$ cat src/rtl/xw_pkg.sv
package xw_pkg;
    typedef enum logic [1:0] {
        ET_INVALID = 2'd0,
        ET_TABLE   = 2'd1,
        ET_PAGE    = 2'd2,
        ET_RESV    = 2'd3
    } ent_e;

    typedef enum logic [1:0] {
        CZ_NONE     = 2'd0,
        CZ_INVALID  = 2'd1,
        CZ_RESERVED = 2'd2,
        CZ_PROT     = 2'd3
    } cause_e;

    typedef enum logic [1:0] {
        ST_IDLE  = 2'd0,
        ST_FETCH = 2'd1,
        ST_WBACK = 2'd2
    } st_e;

    localparam int LAST_LVL  = 3;
    localparam int PE_REF    = 5;
    localparam int PE_MOD    = 6;
    localparam int PE_ACC_LO = 2;
    localparam int PE_PPN_LO = 8;
    localparam int DESC_SH   = 4;
endpackage

$ cat src/rtl/xw_index.sv
module xw_index #(
    parameter int VA_W  = 32,
    parameter int PA_W  = 36,
    parameter int CTX_W = 4,
    parameter int RG_LO = 24,
    parameter int SG_LO = 18,
    parameter int PG_LO = 12
) (
    input  logic [1:0]       lvl,
    input  logic [PA_W-1:0]  base,
    input  logic [CTX_W-1:0] ctx,
    input  logic [VA_W-1:0]  va,
    output logic [PA_W-1:0]  addr
);
    localparam int RG_W  = VA_W - RG_LO;
    localparam int IDX_W = (RG_W > CTX_W) ? RG_W : CTX_W;

    logic [IDX_W-1:0] idx;

    // one shared index mux and adder serves every level
    always_comb begin
        case (lvl)
            2'd0:    idx = IDX_W'(ctx);
            2'd1:    idx = IDX_W'(va[VA_W-1:RG_LO]);
            2'd2:    idx = IDX_W'(va[RG_LO-1:SG_LO]);
            default: idx = IDX_W'(va[SG_LO-1:PG_LO]);
        endcase
    end

    assign addr = base + PA_W'({idx, 2'b00});
endmodule

$ cat src/rtl/xw_access.sv
module xw_access
    import xw_pkg::*;
#(
    parameter int DW = 32
) (
    input  logic [DW-1:0] ent,
    input  logic          user,
    input  logic          wr,
    output logic          deny,
    output logic [DW-1:0] ent_upd,
    output logic          dirty
);
    logic [2:0] code;
    logic       wr_ok;

    assign code = ent[PE_ACC_LO +: 3];

    always_comb begin
        if (user) wr_ok = (code == 3'd1) || (code == 3'd3);
        else      wr_ok = code[0];
        deny = (user && (code > 3'd5)) || (wr && !wr_ok);
    end

    always_comb begin
        ent_upd         = ent;
        ent_upd[PE_REF] = 1'b1;
        if (wr) ent_upd[PE_MOD] = 1'b1;
        dirty = (ent_upd != ent);
    end
endmodule

$ cat src/rtl/xw_walker.sv
module xw_walker
    import xw_pkg::*;
#(
    parameter int VA_W  = 32,
    parameter int PA_W  = 36,
    parameter int DW    = 32,
    parameter int CTX_W = 4
) (
    input  logic             clk,
    input  logic             rst_n,
    input  logic [PA_W-1:0]  ctx_base,
    input  logic             req_valid,
    output logic             req_ready,
    input  logic [VA_W-1:0]  req_vaddr,
    input  logic [CTX_W-1:0] req_ctx,
    input  logic             req_user,
    input  logic             req_write,
    output logic             rsp_valid,
    output logic             rsp_fault,
    output logic [PA_W-1:0]  rsp_paddr,
    output logic [1:0]       rsp_level,
    output logic [1:0]       rsp_cause,
    output logic             mem_req,
    output logic             mem_we,
    output logic [PA_W-1:0]  mem_addr,
    output logic [DW-1:0]    mem_wdata,
    input  logic             mem_ack,
    input  logic [DW-1:0]    mem_rdata
);
    localparam int RG_LO = VA_W - 8;
    localparam int SG_LO = RG_LO - 6;
    localparam int PG_LO = SG_LO - 6;

    typedef struct packed {
        st_e              st;
        logic [1:0]       lvl;
        logic [PA_W-1:0]  base;
        logic [VA_W-1:0]  va;
        logic [CTX_W-1:0] ctx;
        logic             user;
        logic             wr;
        logic [DW-1:0]    pte;
        logic             rsp_v;
        logic             rsp_f;
        logic [PA_W-1:0]  pa;
        logic [1:0]       rlvl;
        cause_e           cause;
    } regs_t;

    regs_t q, d;

    logic [PA_W-1:0] addr_w;
    logic            deny_w;
    logic            dirty_w;
    logic [DW-1:0]   upd_w;
    ent_e            etype;

    xw_index #(
        .VA_W(VA_W), .PA_W(PA_W), .CTX_W(CTX_W),
        .RG_LO(RG_LO), .SG_LO(SG_LO), .PG_LO(PG_LO)
    ) u_index (
        .lvl (q.lvl),
        .base(q.base),
        .ctx (q.ctx),
        .va  (q.va),
        .addr(addr_w)
    );

    xw_access #(.DW(DW)) u_access (
        .ent    (mem_rdata),
        .user   (q.user),
        .wr     (q.wr),
        .deny   (deny_w),
        .ent_upd(upd_w),
        .dirty  (dirty_w)
    );

    assign etype = ent_e'(mem_rdata[1:0]);

    always_comb begin
        d       = q;
        d.rsp_v = 1'b0;
        case (q.st)
            ST_IDLE: begin
                if (req_valid) begin
                    d.st   = ST_FETCH;
                    d.lvl  = 2'd0;
                    d.base = ctx_base;
                    d.va   = req_vaddr;
                    d.ctx  = req_ctx;
                    d.user = req_user;
                    d.wr   = req_write;
                end
            end
            ST_FETCH: begin
                if (mem_ack) begin
                    if (q.lvl != 2'(LAST_LVL)) begin
                        if (etype == ET_TABLE) begin
                            d.base = PA_W'({mem_rdata[DW-1:2], 2'b00}) << DESC_SH;
                            d.lvl  = q.lvl + 2'd1;
                        end else begin
                            d.st    = ST_IDLE;
                            d.rsp_v = 1'b1;
                            d.rsp_f = 1'b1;
                            d.rlvl  = q.lvl;
                            d.cause = (etype == ET_RESV) ? CZ_RESERVED : CZ_INVALID;
                        end
                    end else if (etype != ET_PAGE) begin
                        d.st    = ST_IDLE;
                        d.rsp_v = 1'b1;
                        d.rsp_f = 1'b1;
                        d.rlvl  = q.lvl;
                        d.cause = (etype == ET_RESV) ? CZ_RESERVED : CZ_INVALID;
                    end else if (deny_w) begin
                        d.st    = ST_IDLE;
                        d.rsp_v = 1'b1;
                        d.rsp_f = 1'b1;
                        d.rlvl  = q.lvl;
                        d.cause = CZ_PROT;
                    end else begin
                        d.pa    = PA_W'({mem_rdata[DW-1:PE_PPN_LO], q.va[PG_LO-1:0]});
                        d.pte   = upd_w;
                        d.rsp_f = 1'b0;
                        d.rlvl  = q.lvl;
                        d.cause = CZ_NONE;
                        if (dirty_w) begin
                            d.st = ST_WBACK;
                        end else begin
                            d.st    = ST_IDLE;
                            d.rsp_v = 1'b1;
                        end
                    end
                end
            end
            ST_WBACK: begin
                if (mem_ack) begin
                    d.st    = ST_IDLE;
                    d.rsp_v = 1'b1;
                end
            end
            default: d.st = ST_IDLE;
        endcase
    end

    always_ff @(posedge clk) begin
        if (!rst_n) q <= '0;
        else        q <= d;
    end

    assign req_ready = (q.st == ST_IDLE);
    assign mem_req   = (q.st == ST_FETCH) || (q.st == ST_WBACK);
    assign mem_we    = (q.st == ST_WBACK);
    assign mem_addr  = addr_w;
    assign mem_wdata = q.pte;
    assign rsp_valid = q.rsp_v;
    assign rsp_fault = q.rsp_f;
    assign rsp_paddr = q.pa;
    assign rsp_level = q.rlvl;
    assign rsp_cause = q.cause;
endmodule

$ cat config.mk
export PLATFORM = sky130hd
export DESIGN_NAME = xw_walker
export DESIGN_NICKNAME = d
export VERILOG_FILES = /design/src/rtl/xw_pkg.sv /design/src/rtl/xw_index.sv /design/src/rtl/xw_access.sv /design/src/rtl/xw_walker.sv
export SDC_FILE = /design/constraint.sdc
export NUM_CORES = 1
export LEC_CHECK = 0
export ABC_CLOCK_PERIOD_IN_PS = 3720
export CORE_ASPECT_RATIO = 1.2
export CORE_MARGIN = 2
export CORE_UTILIZATION = 44
export CTS_CLUSTER_SIZE = 16
export DETAILED_ROUTE_END_ITERATION = 10
export GPL_ROUTABILITY_DRIVEN = 1
export PLACE_DENSITY = 0.78
export SLEW_MARGIN = 0
export SYNTH_ARGS = -nofsm -noshare
export SYNTH_HDL_FRONTEND = slang
export SYNTH_HIERARCHICAL = 1
export SYNTH_SLANG_ARGS = --single-unit
$ cat constraint.sdc
create_clock -name clk -period 3.72 [get_ports clk]
set_clock_uncertainty 0.1 [all_clocks]
set_input_delay 0.558 -clock clk [delete_from_list [all_inputs] [get_ports clk]]
set_output_delay 0.558 -clock clk [all_outputs]
set_load 0.01 [all_outputs]
* After elaboration in Yosys (flattened, before gate mapping)
Cells that the tools add are included.
Word-level totals: input bits 110, logic and storage cells 82, output and inout port bits 113, bits in registers 152
Cells by class: mux-type cells 31, bitwise logic cells 3, equality and inequality tests 18, $lt $le $gt $ge 1, reduce and logical (&&, ||, !) cells 14, add/subtract/negate cells 2
Operators with widths (number):
- $mux 36 | 3
- $mux 78 | 1
- $mux 38 | 2
- $pmux 38 s2 | 1
- $mux 42 | 1
- $mux 40 | 1
- $add 36x10->36 | 1
- $mux 2 | 13
- $pmux 8 s3 | 1
- $ne 2x2->1 const B | 7
- $reduce_and 5->1 | 2
- $mux 4 | 2
- $eq 2x1->1 const B | 3
- $eq 2x2->1 const B | 3
- $pmux 2 s3 | 1
- $logic_not 2->1 | 2
- $mux 1 | 4
- $reduce_and 4->1 | 1
- $eq 3x1->1 const B | 1
- $eq 3x2->1 const B | 1
- $gt 3x3->1 const B | 1
- $logic_or 1x1->1 | 3
- $ne 3x3->1 const B | 1
- $not 1->1 | 3
- other kinds (9) | 10

* Logic depth before layout (Yosys ltp)
Gate-level depths: netlist of the first run.
word-level depth 11, mapped depth 10, depth with buffers taken out 8

* By module
Netlist of the first run, hierarchy kept.
By module, submodules not included:
- xw_walker | cells an instance 760, seq. area each 3042.9 µm², area an instance 6557.5 µm², instances 1
- xw_index | cells an instance 122, seq. area each 0.0 µm², area an instance 1007.2 µm², instances 1
- xw_access | cells an instance 38, seq. area each 0.0 µm², area an instance 266.5 µm², instances 1

* Worst setup path before layout of the first run
Ideal clock, no wire load.
kind flip-flop to output port, start point register q[148] (netlist bit), end point output mem_addr[32], data required time 3.062 ns, buffers on the path 2, stages on the path, launching flop included 11, arrival time 2.921 ns, path slack 0.141 ns, path through dfxtp_1 clkbuf_1 mux4_2 ha_1 fa_1 a211oi_1 o21ai_1 o221a_2 buf_4 nand4_1 xnor2_1
Between the ends: longest elaborated chain between the ends 3, elaborated cells on any way between the ends 5, classes of those cells 1 x add/sub; 2 x eq/ne; 1 x mux; 1 x reduce/logical
RTL lines:
- start: declaration | line xw_walker.sv:50 | regs_t q, d;
- start signal: assignment | line xw_walker.sv:146 | if (!rst_n) q <= '0;
- start signal: assignment | line xw_walker.sv:147 | else q <= d;
- $eq 2x2->1, or another cell as far along | line xw_index.sv:22 | case (lvl)
- $pmux 8 s3 (*) | line xw_index.sv:22
- $add 36x10->36 (*) | line xw_index.sv:30 | assign addr = base + PA_W'({idx, 2'b00});
- end: declaration | line xw_walker.sv:25 | output logic [PA_W-1:0] mem_addr,
Mark *: on every way between the ends. The rest lies on a longest branch, timed or not.

* Worst setup path in the final report of the first run
start point register q[148] (netlist bit), end point output mem_addr[30]
The elaborated chain is that of the path after synthesis.

==> summary.md, run 1 <==
| Metric | Value |
|---|---|
| Outcome | `complete, no violations` |
| First-pass GRT wire length | `32700 µm` |
| Number of remaining DRC errors | `0` |
| Ant. Diodes | `0` |
| Startpoint Class | `register` |
| Worst skew pair latency | `420 ps` |
| CP max FO | `6` |
| Yosys cell types | `53` |
| Final worst path period need | `3650 ps` |
| Register bit total from synthesis | `152` |
| TritonCTS clock tree | `built` |
| Row cnt | `53` |
| DRT Wirelength | `21200 µm` |
| Die area | `18900 µm²` |
| GR Util All Layers | `22.0%` |
| Max Root-Sink Buffers | `2` |
| Die Wd | `126 µm` |
| Design Power | `4.22 mW` |
| Via/cell ratio | `5.26` |
| Syn Area/Cell | `8.51 µm²` |
| CTS Sinks | `152` |
| Fmax | `274 MHz` |
| Die height | `150 µm` |
| Avg WL per Cell | `16.9 µm` |
| Total CTS buffers | `17` |
| Most common cell after layout, fill and taps aside | `nand2_1` |
| Worst-Margin Slew | `883 ps` |
| # IOs | `223` |
| Fin nets | `1139` |
| Largest net degree at the start of global routing | `74` |
| Unrepaired setup endpoints after global routing | `true` |
| Leakage | `3.99 nW` |
| Final Cycle Share | `98.1%` |
| Overflow left after global routing | `0` |
| Iter 0 DRT Violations | `329` |
| # H-tree levels | `4` |
| Max cap viols | `0` |
| Power Density | `419 nW/µm²` |
| Gpl congestion | `0.875` |
| Slew headroom | `40.9%` |
| Final Core Density | `57.5%` |
| Peak supply drop | `273 µV` |
| Clock-pin slew on the worst setup and hold paths | `60 ps` |
| Detail Placement HPWL | `14800 µm` |
| Final-layout fill cell count | `1607` |
| Worst Setup End Kind | `primary output` |
| Core area | `17500 µm²` |
| Pre-CTS WS | `-86.1 ps` |
| Hold_buf cts | `0` |
| Gate Count Post-Synth | `920` |
| Final Max Tran Viols | `0` |
| Ys Warns | `6` |
| Final hold violations | `0` |
| Antenna Nets Post-Route | `0` |
| Layout cells sized above 1 | `10.8%` |
| Syn_nets | `1043` |
| Area grow syn2layout | `28.6%` |
| Worst EP arrival | `2990 ps` |
| First drt pass iteration count | `6` |
| Initial core utilization | `44.7%` |
| Final worst slack | `69.0 ps` |
| Critical Path RT | `3060 ps` |
| Async SR Flop Fraction | `0%` |
| Vias in the first global route | `6122` |
| Sequential fraction of the synthesis area | `38.9%` |
| Worst hold path class | `reg -> reg` |
| # port buffers | `222` |
| Most frequent cells in the layout | `262 x nand2_1, 191 x clkdlybuf4s50_1, 151 x dfxtp_1` |
| Final Setup Violations | `0` |
| Post-synth EDFFs | `0` |
| DR vias | `6572` |
| Most common flop cell mapped by yosys | `dfxtp_1` |
| Number of antenna violations at the first check in global routing | `0` |
| Post-DP Area | `9430 µm²` |
| Cell area after layout | `10100 µm²` |
| CP Class | `reg -> out` |
| Root Buffer | `clkbuf_16` |
| Post-Syn Area | `7830 µm²` |
| Final Hold Slack | `359 ps` |
## final cells by class
cell class	count	area, µm²	area share (%)
clock buffer	22	474	4.71
clock inverter	10	168	1.67
inverter	4	15.0	0.149
multi-input combinational	597	3760	37.4
sequential	152	3050	30.3
tap	220	275	2.73
timing repair buffer	244	2330	23.1
## worst max-delay path, cell delays in order (launching register included)
cell and delay (ps):
dfxtp_4 380, mux4_2 500, ha_2 200, fa_2 370, a211oi_2 260, o21ai_2 150
o221a_4 280, nand4_1 130, xnor2_1 140, buf_2 160
## synthesized netlist by cell type (2+ instances only)
| library cell | instances | area, µm² |
|---|---|---|
| nor2_1 | 3 | 11.3 |
| buf_2 | 5 | 25.0 |
| buf_4 | 106 | 796 |
| xor2_1 | 4 | 35.0 |
| clkbuf_1 | 42 | 158 |
| nand4_1 | 18 | 113 |
| a21o_1 | 4 | 30.0 |
| xnor2_1 | 28 | 245 |
| mux2_2 | 2 | 22.5 |
| nor2b_1 | 9 | 56.3 |
| mux2i_1 | 3 | 30.0 |
| o21ai_1 | 4 | 20.0 |
| and3_2 | 2 | 15.0 |
| nand3_1 | 14 | 70.1 |
| mux4_2 | 4 | 90.1 |
| nand3b_1 | 3 | 22.5 |
| nor3_1 | 3 | 15.0 |
| a31oi_1 | 4 | 25.0 |
| a22oi_1 | 30 | 225 |
| a31o_2 | 2 | 17.5 |
| a21boi_0 | 107 | 803 |
| o211a_1 | 32 | 320 |
| buf_6 | 12 | 135 |
| a21oi_1 | 7 | 35.0 |
| and3_1 | 4 | 25.0 |
| nand2_1 | 262 | 983 |
| o211ai_1 | 3 | 22.5 |
| a211oi_1 | 2 | 15.0 |
| ha_1 | 12 | 150 |
| inv_1 | 4 | 15.0 |
| and2_1 | 6 | 37.5 |
| buf_1 | 2 | 7.51 |
| dfxtp_1 | 152 | 3040 |
| o21ai_0 | 5 | 25.0 |
| a22o_1 | 2 | 17.5 |
## through the flow
step	TNS, ps	std cells
final	0	1249
after global routing	-267	1249
after CTS	-41.1	1248
after detailed placement	-464	1215
after global placement	-143	1215
after floorplan	0	920
## report_power, final
group / internal [mW] / switching [mW]
combinational: 0.302 / 0.286
sequential: 1.70 / 0.0688
clock: 1.18 / 0.682
total: 3.18 / 1.04
## flip-flops by register name, summed over array words and instances (netlist names)
register,count
q,78
rsp_paddr,36
mem_wdata,32
rsp_cause,2
rsp_level,2
rsp_fault,1
rsp_valid,1
## routing by layer
layer  share of wire, %  wire [µm]  GRT usage [%]  vias up
li1                   -          -              -     3205
met1                 42       8960           27.3     3058
met2                 49      10400           37.5      278
met3                6.3       1340           4.62       31
met4                2.3        482           8.46        0
met5                  0          0              0        -
## final timing paths
kind | cells past startpoint | startpoint | end | slack [ps]
setup / recovery | 9 | q[148] | mem_addr[30] | 70
setup reg to reg | 8 | q[151] | q[136] | 1320
hold / removal | 2 | rsp_paddr[3] | rsp_paddr[3] | 360
hold reg to reg | 2 | rsp_paddr[3] | rsp_paddr[3] | 360
## cells by family (layout without fill, tap and decap cells)
logic type                 after synthesis  count (layout)  share of synthesized area (%)
and+or+nand+nor                        333             333                           18.2
adders and majority gates               13              13                           2.17
other                                    1               1                         0.0479
buffers and inverters                  172             280                           14.6
AOI/OAI and AO/OA                      208             209                           20.7
muxes                                    9               9                           1.82
xor gates and xnor gates                32              32                           3.58
DFF                                    152             152                           38.9
## what timing repair did
| item | CTS | global route |
|---|---|---|
| gates cloned | 1 | 0 |
| setup buffers | 0 | 1 |
| setup endpoints to repair | 30 | 28 |
| resized for setup | 47 | 58 |
| pin swaps | 6 | 9 |
Power figures use the tool's default switching activity.
==> run 2, diff against run 1 <==
--- a/config.mk
+++ b/config.mk
@@ -8,13 +8,12 @@
 export ABC_CLOCK_PERIOD_IN_PS = 3720
 export CORE_ASPECT_RATIO = 1.2
 export CORE_MARGIN = 2
-export CORE_UTILIZATION = 44
+export CORE_UTILIZATION = 43
 export CTS_CLUSTER_SIZE = 16
 export DETAILED_ROUTE_END_ITERATION = 10
 export GPL_ROUTABILITY_DRIVEN = 1
 export PLACE_DENSITY = 0.78
-export SLEW_MARGIN = 0
+export SLEW_MARGIN = 25
 export SYNTH_ARGS = -nofsm -noshare
 export SYNTH_HDL_FRONTEND = slang
-export SYNTH_HIERARCHICAL = 1
 export SYNTH_SLANG_ARGS = --single-unit
==> run 2 against run 1 <==
Synthesized cell count decreased by 12%. Flip-flop and latch count is 24 lower. Total power shrank 8.7%. Final cell count is 4.6% lower. Synthesized area decreased by 11%. Utilization is 4.0 points higher. Register-to-register slack lost 290 ps. The flow now finishes with violations (negative setup slack). Critical path type unchanged. Design area fell by 1.7%. Worst setup slack lost 240 ps. Clock power down 7%. Wire length up 0.32%. Die area shrank 8.6%.
==> summary.md, run 2 <==
| Metric | Value |
|---|---|
| Worst skew pair latency | `410 ps (about the same)` |
| Worst-Margin Slew | `926 ps (+43.4 ps)` |
| Comb pwr share | `15.6% (+1.7 points)` |
| Die height | `144 µm (-4.4%)` |
| Final Hold Slack | `334 ps (-24.8 ps)` |
| Multi-input logic area | `3920 µm² (+4.2%)` |
| Fin nets | `1093 (-4.0%)` |
| Critical Path RT | `3060 ps (about the same)` |
| Overflow left after global routing | `0 (unchanged)` |
| Most common flop cell mapped by yosys | `dfxtp_1` |
| Post-synth top cells | `178 x nand2_1, 128 x dfxtp_1, 77 x buf_4` |
| DR vias | `6387 (-2.8%)` |
| Post-synth EDFFs | `0 (unchanged)` |
| Final-layout fill cell count | `1405 (-13%)` |
| CP max FO | `5 (-1)` |
| Layout cells sized above 1 | `16.2% (+5.4 points)` |
| TritonCTS clock tree | `built` |
| Cell area after layout | `9900 µm² (-1.7%)` |
| # H-tree levels | `4 (unchanged)` |
| Initial core utilization | `43.4% (-1.3 points)` |
| Leakage | `3.62 nW (-9.3%)` |
| Outcome | `complete, but fails checks` |
| Via/cell ratio | `5.36 (+1.8%)` |
| First drt pass iteration count | `5 (-1)` |
| Top-count cell post-synth | `nand2_1` |
| Die area | `17300 µm² (-8.6%)` |
| Slew headroom | `37.8% (-3.1 points)` |
| Syn Area/Cell | `8.57 µm² (+0.72%)` |
| Hold_buf cts | `0 (unchanged)` |
| Number of flip-flops in the largest register | `78 (unchanged)` |
| Most frequent cells in the layout | `190 x clkdlybuf4s50_1, 178 x nand2_1, 126 x dfxtp_1` |
| # IOs | `223 (unchanged)` |
| GR Util All Layers | `23.8% (+1.9 points)` |
| Largest net degree at the start of global routing | `87 (+18%)` |
| Syn_nets | `940 (-9.9%)` |
| Root Buffer | `clkbuf_16` |
| Worst Setup End Kind | `primary output` |
| Yosys cell types | `53 (unchanged)` |
| Setup tns final | `-1750 ps (-1750 ps)` |
| Core area | `16100 µm² (-8.1%)` |
| Power Density | `389 nW/µm² (-7.1%)` |
| Worst EP arrival | `3230 ps (+240 ps)` |
| Final hold violations | `0 (unchanged)` |
| Antenna Nets Post-Route | `0 (unchanged)` |
| Unrepaired setup endpoints after global routing | `true` |
| DRT Wirelength | `21200 µm (+0.32%)` |
| Row cnt | `51 (-3.8%)` |
| Number of antenna violations at the first check in global routing | `0 (unchanged)` |
| # port buffers | `222 (unchanged)` |
| Die Wd | `120 µm (-4.4%)` |
| Final Max Tran Viols | `0 (unchanged)` |
| Ys Warns | `0 (-6)` |
| FF/Latch Area | `2570 µm² (-16%)` |
| Peak supply drop | `326 µV (+19%)` |
| Largest Register | `q` |
| Number of remaining DRC errors | `0 (unchanged)` |
| Final worst slack | `-170 ps (-239 ps)` |
| Post-DP Area | `8980 µm² (-4.8%)` |
| Avg WL per Cell | `17.8 µm (+5.1%)` |
| Gpl congestion | `0.954 (+9.1%)` |
| CP Class | `reg -> out` |
| Design Power | `3.85 mW (-8.7%)` |
| Failing checks | `negative setup slack` |
| Clock power share | `44.8% (+0.7 points)` |
| Worst hold path class | `reg -> reg` |
| Iter 0 DRT Violations | `422 (+28%)` |
| Switching share of power | `26.4% (+1.9 points)` |
| Internal power | `2.83 mW (-11%)` |
| Yosys top cell by area | `dfxtp_1` |
| Fmax | `257 MHz (-6.1%)` |
| Sequential fraction of the synthesis area | `36.7% (-2.1 points)` |
| Most common cell after layout, fill and taps aside | `clkdlybuf4s50_1` |
| Max cap viols | `0 (unchanged)` |
| Final Setup Violations | `26 (+26)` |
| First-pass GRT wire length | `32000 µm (-2.3%)` |
| Total CTS buffers | `17 (unchanged)` |
| Flop pwr share | `39.6% (-2.4 points)` |
| Vias in the first global route | `6096 (-0.42%)` |
| Async SR Flop Fraction | `0% (unchanged)` |
| Synth top area cells | `dfxtp_1 37%, nand2_1 9.6%, buf_4 8.3%, mux2i_1 6.9%, a21boi_0 4.2%` |
| Area grow syn2layout | `41.8%` |
| Post-Syn Area | `6980 µm² (-11%)` |
| Ant. Diodes | `0 (unchanged)` |
| Area fraction of the dominant cell type after synthesis | `36.7% (-2.1 points)` |
| Clock-pin slew on the worst setup and hold paths | `60 ps (about the same)` |
| CTS Sinks | `128 (-16%)` |
| Final worst path period need | `3890 ps (+239 ps)` |
| Final Cycle Share | `105% (+6.4 points)` |
| Detail Placement HPWL | `14800 µm (about the same)` |
| Net Sw Power | `1.02 mW (-1.7%)` |
| Register bit total from synthesis | `128 (-16%)` |
| Startpoint Class | `register` |
| Gate Count Post-Synth | `814 (-12%)` |
| Max Root-Sink Buffers | `2 (unchanged)` |
run 2: final cells by class:
| type | count | area share (%) |
|---|---|---|
| clock buffers | 20 | 4.61 |
| clock inverters | 12 | 1.59 |
| inverters | 11 | 0.442 |
| multi-input cells | 543 | 39.6 |
| flip-flops and latches | 128 | 25.9 |
| well taps | 212 | 2.68 |
| repair buffers | 266 | 25.1 |
run 2: timing repair:
item                       4_1_cts  5_1_grt
setup buffers                    6        6
gates resized for setup        144       42
cloned                           1        0
pin swaps                       42       39
setup endpoints to repair       30       31
run 2: through the flow:
stage / cells / worst slack, ps / utilization (%)
6_report: 1192 / -170 / 61.6
3_5_place_dp: 1150 / -133 / 55.9
4_1_cts: 1188 / -100 / 60.4
5_1_grt: 1192 / -299 / 61.6
2_1_floorplan: 814 / 169 / -
3_3_place_gp: 1150 / -86.0 / 55.9
run 2: final timing paths:
check	startpoint	to	slack (ps)	depth (start not counted)
max	q[149]	mem_addr[29]	-170	13
min	mem_wdata[0]	mem_wdata[0]	330	2
max reg2reg	q[149]	q[125]	1030	8
min reg2reg	mem_wdata[0]	mem_wdata[0]	330	2
run 2: cells by family (layout without fill, tap and decap cells):
kind of cell | Yosys count | in the layout | synth area share, %
AOI/OAI and AO/OA | 149 | 149 | 17.5
buffers and inverters | 143 | 309 | 12.1
DFF | 128 | 128 | 36.7
muxes | 48 | 48 | 6.88
xor gates and xnor gates | 32 | 32 | 4.02
and+or+nand+nor | 298 | 298 | 19.8
adders and majority gates | 16 | 16 | 2.98
run 2: power groups by stage:
stage	Clock, mW	Sequential, mW	Combinational (mW)
2_1_floorplan	0	1.52	0.305
3_3_place_gp	0	1.54	0.606
3_5_place_dp	0	1.55	0.613
4_1_cts	1.75	1.52	0.592
5_1_grt	1.81	1.53	0.656
6_report	1.73	1.52	0.599
run 2: worst max-delay path, stage by stage, from the launching register on:
cell and delay (ps):
dfxtp_4 370, inv_4 50, ha_4 160, a222oi_1 450, mux2i_2 180, ha_4 310, buf_6 90, o211ai_1 130
nor3_2 230, buf_4 200, buf_6 120, o2111ai_2 120, xnor2_1 250, buf_2 170
run 2: metal layers:
layer,global-route usage (%),vias to the layer above,part of all wire (%)
met5,0,-,0
met1,27.3,3003,38
met3,5.71,40,7.4
met4,10.0,0,3.1
li1,-,3072,-
met2,42.4,272,51
==> run 3, diff against run 2 <==
--- a/config.mk
+++ b/config.mk
@@ -8,7 +8,7 @@
 export ABC_CLOCK_PERIOD_IN_PS = 3720
 export CORE_ASPECT_RATIO = 1.2
 export CORE_MARGIN = 2
-export CORE_UTILIZATION = 43
+export CORE_UTILIZATION = 44
 export CTS_CLUSTER_SIZE = 16
 export DETAILED_ROUTE_END_ITERATION = 10
 export GPL_ROUTABILITY_DRIVEN = 1
@@ -16,4 +16,5 @@
 export SLEW_MARGIN = 25
 export SYNTH_ARGS = -nofsm -noshare
 export SYNTH_HDL_FRONTEND = slang
+export SYNTH_HIERARCHICAL = 1
 export SYNTH_SLANG_ARGS = --single-unit
==> results of run 3 <==
The final DEF is identical to that of run 1; final timing and power are the same.
